File: src/rtl/uart_flow_pkg.sv
package uart_flow_pkg;
    typedef enum logic {
        RX_GO   = 1'b0,
        RX_STOP = 1'b1
    } rx_state_t;

    typedef enum logic {
        TX_IDLE = 1'b0,
        TX_BUSY = 1'b1
    } tx_state_t;
endpackage

File: src/rtl/flow_sync.sv
module flow_sync #(
    parameter int WIDTH  = 2,
    parameter int STAGES = 2
) (
    input  logic             clk,
    input  logic             rst_n,
    input  logic [WIDTH-1:0] d,
    output logic [WIDTH-1:0] q
);
    logic [WIDTH-1:0] chain [STAGES];

    always_ff @(posedge clk or negedge rst_n) begin
        if (!rst_n) chain[0] <= '1;
        else        chain[0] <= d;
    end

    for (genvar i = 1; i < STAGES; i++) begin : g_stage
        always_ff @(posedge clk or negedge rst_n) begin
            if (!rst_n) chain[i] <= '1;
            else        chain[i] <= chain[i-1];
        end
    end

    assign q = chain[STAGES-1];
endmodule

File: src/rtl/flow_rx_throttle.sv
module flow_rx_throttle
    import uart_flow_pkg::*;
#(
    parameter int LVL_W = 7
) (
    input  logic             clk,
    input  logic             rst_n,
    input  logic             auto_en,
    input  logic [LVL_W-1:0] level,
    input  logic [LVL_W-1:0] upper,
    input  logic [LVL_W-1:0] lower,
    input  logic             sw_assert,
    output logic             pin_n
);
    rx_state_t state_q, state_d;

    always_comb begin
        state_d = state_q;
        if (!auto_en) begin
            state_d = sw_assert ? RX_GO : RX_STOP;
        end else begin
            unique case (state_q)
                RX_GO:   if (level >= upper) state_d = RX_STOP;
                RX_STOP: if (level < upper && level < lower) state_d = RX_GO;
            endcase
        end
    end

    always_ff @(posedge clk or negedge rst_n) begin
        if (!rst_n) state_q <= RX_STOP;
        else        state_q <= state_d;
    end

    always_comb begin
        pin_n = (state_q == RX_STOP);
    end

    AST_THR_UPPER: assert property (@(posedge clk) disable iff (!rst_n)
        auto_en && level >= upper |=> pin_n);
    AST_THR_LOWER: assert property (@(posedge clk) disable iff (!rst_n)
        auto_en && level < lower && level < upper |=> !pin_n);
    AST_THR_HOLD: assert property (@(posedge clk) disable iff (!rst_n)
        auto_en && level >= lower && level < upper |=> $stable(pin_n));
    AST_SW_FOLLOW: assert property (@(posedge clk) disable iff (!rst_n)
        !auto_en |=> pin_n == !$past(sw_assert));
endmodule

File: src/rtl/flow_tx_gate.sv
module flow_tx_gate
    import uart_flow_pkg::*;
(
    input  logic clk,
    input  logic rst_n,
    input  logic cts_en,
    input  logic dsr_en,
    input  logic cts_n_s,
    input  logic dsr_n_s,
    input  logic tx_start_req,
    input  logic is_flow_char,
    input  logic tx_char_done,
    output logic tx_start_ok,
    output logic tx_busy
);
    tx_state_t state_q, state_d;
    logic      lines_clear;

    assign lines_clear = (!cts_en || !cts_n_s) && (!dsr_en || !dsr_n_s);

    always_ff @(posedge clk or negedge rst_n) begin
        if (!rst_n) state_q <= TX_IDLE;
        else        state_q <= state_d;
    end

    always_comb begin
        state_d = state_q;
        unique case (state_q)
            TX_IDLE: if (tx_start_req && (is_flow_char || lines_clear)) state_d = TX_BUSY;
            TX_BUSY: if (tx_char_done) state_d = TX_IDLE;
        endcase
    end

    always_comb begin
        tx_start_ok = (state_q == TX_IDLE) && tx_start_req && (is_flow_char || lines_clear);
        tx_busy     = (state_q == TX_BUSY);
    end

    AST_GATE_BLOCK: assert property (@(posedge clk) disable iff (!rst_n)
        !tx_busy && tx_start_req && !is_flow_char && cts_en && cts_n_s |-> !tx_start_ok);
    AST_GRANT_BUSY: assert property (@(posedge clk) disable iff (!rst_n)
        tx_start_req && tx_start_ok |=> tx_busy);
    AST_DONE_IDLE: assert property (@(posedge clk) disable iff (!rst_n)
        tx_busy && tx_char_done |=> !tx_busy);
    AST_FLOW_BYPASS: assert property (@(posedge clk) disable iff (!rst_n)
        !tx_busy && tx_start_req && is_flow_char |-> tx_start_ok);
    AST_NO_ABORT: assert property (@(posedge clk) disable iff (!rst_n)
        tx_busy && !tx_char_done |=> tx_busy);
endmodule

File: src/rtl/uart_flow_ctrl.sv
module uart_flow_ctrl
    import uart_flow_pkg::*;
#(
    parameter int LVL_W       = 7,
    parameter int SYNC_STAGES = 2
) (
    input  logic             clk,
    input  logic             rst_n,
    input  logic [LVL_W-1:0] rx_level,
    input  logic             rts_auto_en,
    input  logic [LVL_W-1:0] rts_upper,
    input  logic [LVL_W-1:0] rts_lower,
    input  logic             rts_sw,
    input  logic             dtr_auto_en,
    input  logic [LVL_W-1:0] dtr_upper,
    input  logic [LVL_W-1:0] dtr_lower,
    input  logic             dtr_sw,
    input  logic             cts_auto_en,
    input  logic             dsr_auto_en,
    input  logic             cts_n,
    input  logic             dsr_n,
    input  logic             tx_start_req,
    input  logic             is_flow_char,
    input  logic             tx_char_done,
    output logic             tx_start_ok,
    output logic             tx_busy,
    output logic             rts_n,
    output logic             dtr_n
);
    localparam int NLINES = 2;

    logic [NLINES-1:0] lines_s;

    flow_sync #(.WIDTH(NLINES), .STAGES(SYNC_STAGES)) u_sync (
        .clk   (clk),
        .rst_n (rst_n),
        .d     ({dsr_n, cts_n}),
        .q     (lines_s)
    );

    flow_rx_throttle #(.LVL_W(LVL_W)) u_rts (
        .clk       (clk),
        .rst_n     (rst_n),
        .auto_en   (rts_auto_en),
        .level     (rx_level),
        .upper     (rts_upper),
        .lower     (rts_lower),
        .sw_assert (rts_sw),
        .pin_n     (rts_n)
    );

    flow_rx_throttle #(.LVL_W(LVL_W)) u_dtr (
        .clk       (clk),
        .rst_n     (rst_n),
        .auto_en   (dtr_auto_en),
        .level     (rx_level),
        .upper     (dtr_upper),
        .lower     (dtr_lower),
        .sw_assert (dtr_sw),
        .pin_n     (dtr_n)
    );

    flow_tx_gate u_gate (
        .clk          (clk),
        .rst_n        (rst_n),
        .cts_en       (cts_auto_en),
        .dsr_en       (dsr_auto_en),
        .cts_n_s      (lines_s[0]),
        .dsr_n_s      (lines_s[1]),
        .tx_start_req (tx_start_req),
        .is_flow_char (is_flow_char),
        .tx_char_done (tx_char_done),
        .tx_start_ok  (tx_start_ok),
        .tx_busy      (tx_busy)
    );
endmodule

File: config.mk
export PLATFORM = sky130hd
export DESIGN_NAME = uart_flow_ctrl
export DESIGN_NICKNAME = d
export VERILOG_FILES = /design/src/rtl/uart_flow_pkg.sv /design/src/rtl/flow_sync.sv /design/src/rtl/flow_rx_throttle.sv /design/src/rtl/flow_tx_gate.sv /design/src/rtl/uart_flow_ctrl.sv
export SDC_FILE = /design/constraint.sdc
export NUM_CORES = 1
export LEC_CHECK = 0
export CORE_AREA = 2 2 50 52
export CTS_CLUSTER_SIZE = 24
export DETAILED_ROUTE_END_ITERATION = 16
export DIE_AREA = 0 0 52 54
export PLACE_DENSITY_LB_ADDON = 0.08
export SLEW_MARGIN = 25
export SYNTH_ARGS = -nofsm -noshare
export SYNTH_HDL_FRONTEND = slang
export SYNTH_SLANG_ARGS = --single-unit
export TNS_END_PERCENT = 20
File: constraint.sdc
create_clock -name clk -period 2.7 [get_ports clk]
set_input_delay 0.675 -clock clk [delete_from_list [all_inputs] [get_ports clk]]
set_output_delay 0.675 -clock clk [all_outputs]
set_load 0.05 [all_outputs]
==> results.env, run 1 <==
CTS_SETUP_BUFFERS=0
SETUP-TNS-FINAL_NS=0
VIAS_PER_CELL=4.67
CRITPATHREQUIREDTIME_NS=2.03
ANTENNA_VIOLATING_NETS_POST_ROUTE=0
IO_BUFFER_COUNT=51
ROWS=18
LAYOUT.FILLER_CELLS=229
HOLD_PATH_CLASS='flip-flop to flip-flop'
TIMING.FINAL.HOLD_VIOLATIONS=0
CRITICAL_PATH_PEAK_FANOUT=2
ACHIEVABLE-FREQUENCY_GHz=0.406
CELLINTERNALPOWER_uW=294
CRIT_ARRIVAL_NS=1.79
CELLPOWERDENSITY_mW_PER_MM2=297
MULTIINPUTGATEAREA_UM2=577
STDCELL_COUNT=190
GP_CONGESTION=0.723
ANT_CELLS=0
DETAILED_PLACER_S_ENDING_HPWL_UM=1910
P_LEAK_nW=0.732
LAYOUT_CELLS_SIZED_ABOVE_1=0.0688
FINISH.INSTANCE_AREA_MM2=0.00146
WORST_R2R_STARTPOINT='u_dtr.pin_n'
CTS_MADE_BUFFERS=3
MAX_ROOT_SINK_BUFFERS=2
DR.PASS1.ITERS=2
CTS.REPORTEDPATHS.CLKPINSLEW_NS=0.05
MAX_SLEW_VIOLATION_COUNT=0
AREA.GROWTH.SYNTH_TO_FINAL_PCT=68.0
DRT_WL_TOTAL_UM=2160
IO_PINS=52
HEIGHT_OF_THE_DIE_UM=54
SHARE_COMB_OF_TOTAL_POWER=0.487
GRT_FIRST_PASS_WIRELENGTH_UM=3430
CLK_LATENCY_WORST_SKEW_PAIR_NS=0.26
SW_FRAC_OF_TOTAL=0.322
HTREE_NUM_LEVELS=1
DRT_DRC_VIOLATIONS_LEFT=0
MAX-CAP-VIOLATIONS=0
CLOCK-SINKS=7
SWITCHINGPOWER_uW=139
CRITICAL_PATH.ENDPOINT_TYPE='output pin'
POST_CTS.RESIZED_INSTANCES=0
GRT_OVERFLOW_TOTAL=0
TIMING.FINAL.SETUP_VIOLATIONS=0
DRT_ITER0_MARKERS=6
GRT_MAX_DEGREE=8
GROUTE.USAGE.OVERALL=0.167
WORST-SLEW-PIN-TRANSITION_NS=0.497
FINAL_NET_COUNT=235
CORE-AREA_MM2=0.00232
STARTING_DENSITY_OF_THE_CORE=0.374
TRITONCTS='done'
VIAS_IN_THE_FIRST_GLOBAL_ROUTE=852
WORST_SLEW_MARGIN_REL=0.667
DIE_WIDTH_UM=52
SYNTH_SEQ_CELLS=7
SYNTH.AVG_CELL_AREA_UM2=8.26
WL_PER_CELL_UM=11.4
CTS_HOLD_REPAIR.BUFFERS=0
DP.CELLS=186
SYN_INST=105
CLOCKPOWERSHARE=0.223
TYPE_OF_ELEMENT_LAUNCHING_THE_CRITICAL_PATH='input pin'
TIMING.FINAL.CRIT_PERIOD_NS=2.46
PWR-SHARE-SEQ=0.290
SYNTH_CELL_TYPE_COUNT=22
AREA_OF_THE_MAPPED_NETLIST_UM2=867
VIAS=888
IR_WORST_VDD_mV=0.251
SETUP.WORST_PATH.START='cts_auto_en'
HOLD_PATH.STARTPOINT='u_sync.chain[3]'
DESIGN.DIE.AREA_MM2=0.00281
SEQUENTIAL_STANDARD_CELL_AREA_UM2=183
POST_ROUTE_TOTAL_POWER_uW=433
SYNTH_SEQUENTIAL_AREA_RATIO=0.211
CLOCK-SKEW-FINAL_NS=0.00824
SYNTHESIS.YOSYS.WARNINGS=0
LAYOUT_WORST_PATH_CYCLE_SHARE=0.912
PLACED_CELL_AREA_MM2=0.00143
ANTENNA_FOUND_INITIAL=0
TIMING_WORST_SETUP_PATH_TYPE='input pin to output pin'
CTS_ROOT_BUF='sky130_fd_sc_hd__clkbuf_4'
RSZ0062_AT_GRT='no'
STATUS='completed'
SYN-NUM-NETS=179
flip-flops by register name, summed over array words and instances (netlist names):
register / cells
u_sync.chain: 2
u_sync.q: 2
u_dtr.pin_n: 1
u_rts.pin_n: 1
u_gate.tx_busy: 1
through the flow:
stage               hold slack (ns)   util  setup slack, ns
floorplan                     0.345      -            0.439
global placement              0.346  0.617            0.283
detailed placement            0.347  0.617            0.246
CTS                           0.354  0.628            0.246
global route                  0.355  0.628            0.173
finish                        0.353  0.628            0.237
power by group through the flow:
stage | Sequential (mW) | Clock [mW] | Combinational, mW
after floorplan | 0.147 | 0 | 0.0782
after global placement | 0.127 | 0 | 0.206
after detailed placement | 0.127 | 0 | 0.212
after CTS | 0.126 | 0.102 | 0.213
after global routing | 0.127 | 0.109 | 0.232
final | 0.126 | 0.0965 | 0.211
worst max-delay path, cell delays in order:
cell and delay (ns):
sky130_fd_sc_hd__clkdlybuf4s50_1 0.40, sky130_fd_sc_hd__a22oi_1 0.19, sky130_fd_sc_hd__nor2_1 0.07, sky130_fd_sc_hd__nor3b_2 0.27, sky130_fd_sc_hd__buf_12 0.18
cells in the final DEF, fill, tap and decap left out:
cell type	count
sky130_fd_sc_hd__o21ai_1	1
sky130_fd_sc_hd__buf_12	1
sky130_fd_sc_hd__nand2_1	3
sky130_fd_sc_hd__ha_1	26
sky130_fd_sc_hd__a21o_1	2
sky130_fd_sc_hd__inv_1	30
sky130_fd_sc_hd__a31oi_1	1
sky130_fd_sc_hd__o21ai_0	4
sky130_fd_sc_hd__o2111ai_1	1
sky130_fd_sc_hd__a211oi_1	1
sky130_fd_sc_hd__nand4_1	3
sky130_fd_sc_hd__o32a_1	1
sky130_fd_sc_hd__a21oi_1	12
sky130_fd_sc_hd__clkbuf_1	1
sky130_fd_sc_hd__a32oi_1	1
sky130_fd_sc_hd__a22oi_1	1
sky130_fd_sc_hd__clkbuf_4	3
sky130_fd_sc_hd__nand2b_1	3
sky130_fd_sc_hd__nor3b_2	1
sky130_fd_sc_hd__o211ai_1	1
sky130_fd_sc_hd__nand3_1	3
sky130_fd_sc_hd__o21a_1	2
sky130_fd_sc_hd__clkdlybuf4s50_1	50
sky130_fd_sc_hd__nor2_1	1
sky130_fd_sc_hd__dfrtp_1	1
sky130_fd_sc_hd__dfstp_2	6
cells by family (layout without fill, tap and decap cells):
group	after synthesis	count (layout)	share of synthesized area
compound gates	28	28	0.198
flops	7	7	0.211
fa+ha+maj	26	26	0.375
buf+inv	30	85	0.130
simple gates	14	14	0.0866
cells in the mapped netlist:
| cell type | n | area (um2) |
|---|---|---|
| sky130_fd_sc_hd__ha_1 | 26 | 325 |
| sky130_fd_sc_hd__nor3b_1 | 1 | 7.51 |
| sky130_fd_sc_hd__a21o_1 | 2 | 15.0 |
| sky130_fd_sc_hd__dfrtp_1 | 1 | 25.0 |
| sky130_fd_sc_hd__nand4_1 | 3 | 18.8 |
| sky130_fd_sc_hd__o21ai_0 | 4 | 20.0 |
| sky130_fd_sc_hd__a211oi_1 | 1 | 7.51 |
| sky130_fd_sc_hd__a32oi_1 | 1 | 8.76 |
| sky130_fd_sc_hd__nor2_1 | 1 | 3.75 |
| sky130_fd_sc_hd__a22oi_1 | 1 | 7.51 |
| sky130_fd_sc_hd__inv_1 | 30 | 113 |
| sky130_fd_sc_hd__a31oi_1 | 1 | 6.26 |
| sky130_fd_sc_hd__o2111ai_1 | 1 | 8.76 |
| sky130_fd_sc_hd__o211ai_1 | 1 | 7.51 |
| sky130_fd_sc_hd__dfstp_2 | 6 | 158 |
| sky130_fd_sc_hd__nand2_1 | 3 | 11.3 |
| sky130_fd_sc_hd__o21ai_1 | 1 | 5.00 |
| sky130_fd_sc_hd__nand2b_1 | 3 | 18.8 |
| sky130_fd_sc_hd__o32a_1 | 1 | 10.0 |
| sky130_fd_sc_hd__nand3_1 | 3 | 15.0 |
| sky130_fd_sc_hd__a21oi_1 | 12 | 60.1 |
| sky130_fd_sc_hd__o21a_1 | 2 | 15.0 |
cell type report:
type                            count  share of cell area
Multi-Input combinational cell     68               0.396
Timing Repair Buffer               51               0.357
Sequential cell                     7               0.125
Inverter                           30              0.0773
Tap cell                           30              0.0258
Clock buffer                        4              0.0180
worst paths after layout:
path / end / slack [ns] / depth (start not counted)
min reg2reg: u_sync.q[1] / 0.35 / 0
max: tx_start_ok / 0.24 / 5
max in group asynchronous: u_sync.chain[2] / 1.74 / 1
max reg2reg: u_dtr.pin_n / 1.37 / 5
min: u_sync.q[1] / 0.35 / 0
min in group asynchronous: u_gate.tx_busy / 0.67 / 1
routing by layer:
metal	share of wire	up-vias	track usage	wire, um
li1	-	470	-	-
met1	0.45	384	0.197	981
met2	0.49	32	0.302	1060
met3	0.047	2	0.0361	102
met4	0.0069	0	0.0526	15
met5	0	-	0	0
(Power assumes the default switching activity.)
==> run 2, diff against run 1 <==
--- a/config.mk
+++ b/config.mk
@@ -5,10 +5,10 @@
 export SDC_FILE = /design/constraint.sdc
 export NUM_CORES = 1
 export LEC_CHECK = 0
-export CORE_AREA = 2 2 50 52
+export CORE_AREA = 2 2 52 54
 export CTS_CLUSTER_SIZE = 24
 export DETAILED_ROUTE_END_ITERATION = 16
-export DIE_AREA = 0 0 52 54
+export DIE_AREA = 0 0 54 56
 export PLACE_DENSITY_LB_ADDON = 0.08
 export SLEW_MARGIN = 25
 export SYNTH_ARGS = -nofsm -noshare
==> constraint.sdc (replaced) <==
create_clock -name clk -period 2.4 [get_ports clk]
set_input_delay 0.6 -clock clk [delete_from_list [all_inputs] [get_ports clk]]
set_output_delay 0.6 -clock clk [all_outputs]
set_load 0.05 [all_outputs]
==> run 2 against run 1 <==
Sequential power rose by 13%. Largest cell class unchanged. Clock skew is 0.0060 ns lower. Clock-buffer cell count unchanged. Largest power group unchanged.
==> results.env, run 2 (synthesized netlist as in run 1, its figures left out) <==
WORST-SLEW-PIN-TRANSITION_NS=0.499
GRT_FIRST_PASS_WIRELENGTH_UM=3470
CRIT_ARRIVAL_NS=1.69
CRITICAL_PATH.ENDPOINT_TYPE='output pin'
CTS_ROOT_BUF='sky130_fd_sc_hd__clkbuf_4'
AREA.GROWTH.SYNTH_TO_FINAL_PCT=68.8
CLOCK-SKEW-FINAL_NS=0.00227
BUF_INV_STAGES_CRIT_PATH=2
DR.PASS1.ITERS=2
CELLPOWERDENSITY_mW_PER_MM2=330
LAYOUT.FILLER_CELLS=232
LAYOUT.CELLS.MOST_COMMON_LIST='sky130_fd_sc_hd__clkdlybuf4s50_1, sky130_fd_sc_hd__inv_1, sky130_fd_sc_hd__ha_1'
TRITONCTS='done'
ROWS=18
LAYOUT_CELLS_SIZED_ABOVE_1=0.0745
CP_CELL_SEQUENCE='clkdlybuf4s50_1, a22oi_1, nor2_1, nor3b_2, buf_12'
GP_CONGESTION=0.741
HTREE_NUM_LEVELS=1
CTS_HOLD_REPAIR.BUFFERS=0
TYPE_OF_ELEMENT_LAUNCHING_THE_CRITICAL_PATH='input pin'
DETAILED_PLACER_S_ENDING_HPWL_UM=1920
MAX-CAP-VIOLATIONS=0
TIMING_WORST_SETUP_PATH_TYPE='input pin to output pin'
GROUTE.USAGE.OVERALL=0.150
SWITCHINGPOWER_uW=153
CELLINTERNALPOWER_uW=331
DESIGN.DIE.AREA_MM2=0.00302
ANTENNA_VIOLATING_NETS_POST_ROUTE=0
DRT_DRC_VIOLATIONS_LEFT=0
FINAL_COMMON_CELL='sky130_fd_sc_hd__clkdlybuf4s50_1'
RSZ0062_AT_GRT='no'
WORST_SLEW_MARGIN_REL=0.666
P_LEAK_nW=0.737
ANT_CELLS=0
HEIGHT_OF_THE_DIE_UM=56
WL_PER_CELL_UM=11.2
CTS.REPORTEDPATHS.CLKPINSLEW_NS=0.05
FINAL_NET_COUNT=236
CRIT_FAMILY='buffers and inverters'
CTS_MADE_BUFFERS=3
VIAS_PER_CELL=4.57
IO_PINS=52
MULTIINPUTGATEAREA_UM2=577
CLOCKPOWERSHARE=0.215
STATUS='completed'
SW_FRAC_OF_TOTAL=0.316
ANTENNA_FOUND_INITIAL=0
GRT_OVERFLOW_TOTAL=0
GRT_MAX_DEGREE=8
CLOCK-SINKS=7
CORE-AREA_MM2=0.00243
TIMING.FINAL.CRIT_PERIOD_NS=2.29
MAX_ROOT_SINK_BUFFERS=2
POST_ROUTE_TOTAL_POWER_uW=484
CPMAXSTAGEDELAYCELL='sky130_fd_sc_hd__clkdlybuf4s50_1'
ACHIEVABLE-FREQUENCY_GHz=0.438
HOLD_PATH_CLASS='flip-flop to flip-flop'
CRITICAL_PATH_PEAK_FANOUT=2
CRITPATHREQUIREDTIME_NS=1.80
TIMING.FINAL.SETUP_VIOLATIONS=0
PWR-SHARE-SEQ=0.293
IO_BUFFER_COUNT=51
REGTOREGSETUPSLACK_NS=1.11
DRT_ITER0_MARKERS=10
STARTING_DENSITY_OF_THE_CORE=0.356
SETUP-TNS-FINAL_NS=0
DP.CELLS=187
SEQUENTIAL_STANDARD_CELL_AREA_UM2=183
TIMING.FINAL.HOLD_VIOLATIONS=0
LAYOUT_WORST_PATH_CYCLE_SHARE=0.952
CPPEAKSTAGEDELAY_NS=0.39
SHARE_COMB_OF_TOTAL_POWER=0.492
DIE_WIDTH_UM=54
IR_WORST_VDD_mV=0.275
POST_CTS.RESIZED_INSTANCES=0
CTS_SETUP_BUFFERS=0
VIAS=873
DRT_WL_TOTAL_UM=2130
STDCELL_COUNT=191
VIAS_IN_THE_FIRST_GLOBAL_ROUTE=886
MAX_SLEW_VIOLATION_COUNT=0
CLK_LATENCY_WORST_SKEW_PAIR_NS=0.25
-- run 2: stage by stage --
stage	cell area (um2)	utilization	setup slack, ns	hold WS, ns
final	1460	0.602	0.115	0.354
after global routing	1460	0.602	0.0371	0.361
after CTS	1460	0.602	0.103	0.354
after detailed placement	1440	0.591	0.103	0.347
after global placement	1440	0.591	0.133	0.346
after floorplan	872	-	0.289	0.304
-- run 2: path summary, 6_finish.rpt --
kind | startpoint | to | cells after the start
worst max-delay path | cts_auto_en | tx_start_ok | 5
worst min-delay path | u_sync.chain[3] | u_sync.q[1] | 0
worst max register to register | u_dtr.pin_n | u_dtr.pin_n | 5
worst min register to register | u_sync.chain[3] | u_sync.q[1] | 0
max in group asynchronous | rst_n | u_sync.q[0] | 1
min in group asynchronous | rst_n | u_gate.tx_busy | 1
-- run 2: per-layer routing --
layer | wire length, um | track usage | up-vias | share of wire
li1 | - | - | 472 | -
met1 | 947 | 0.176 | 370 | 0.44
met2 | 1030 | 0.270 | 31 | 0.48
met3 | 154 | 0.0215 | 0 | 0.072
met4 | 0 | 0.0429 | 0 | 0
met5 | 0 | 0 | - | 0
-- run 2: area by class of cell --
cell class / instances / area share
clock buffers: 4 / 0.0179
flip-flops and latches: 7 / 0.125
well taps: 30 / 0.0256
inverters: 30 / 0.0769
repair buffers: 52 / 0.361
multi-input cells: 68 / 0.394
-- run 2: power groups by stage --
stage | combinational, mW | sequential (mW) | clock, mW
after floorplan | 0.0880 | 0.166 | 0
after global placement | 0.234 | 0.143 | 0
after detailed placement | 0.240 | 0.143 | 0
after CTS | 0.242 | 0.142 | 0.109
after global routing | 0.265 | 0.143 | 0.116
final | 0.238 | 0.142 | 0.104
==> run 3, diff against run 2 <==
--- a/config.mk
+++ b/config.mk
@@ -5,12 +5,12 @@
 export SDC_FILE = /design/constraint.sdc
 export NUM_CORES = 1
 export LEC_CHECK = 0
+export CAP_MARGIN = 20
 export CORE_AREA = 2 2 52 54
 export CTS_CLUSTER_SIZE = 24
 export DETAILED_ROUTE_END_ITERATION = 16
 export DIE_AREA = 0 0 54 56
 export PLACE_DENSITY_LB_ADDON = 0.08
-export SLEW_MARGIN = 25
 export SYNTH_ARGS = -nofsm -noshare
 export SYNTH_HDL_FRONTEND = slang
 export SYNTH_SLANG_ARGS = --single-unit
==> results of run 3 <==
No change in the layout: final DEF, timing and power equal those of run 2.
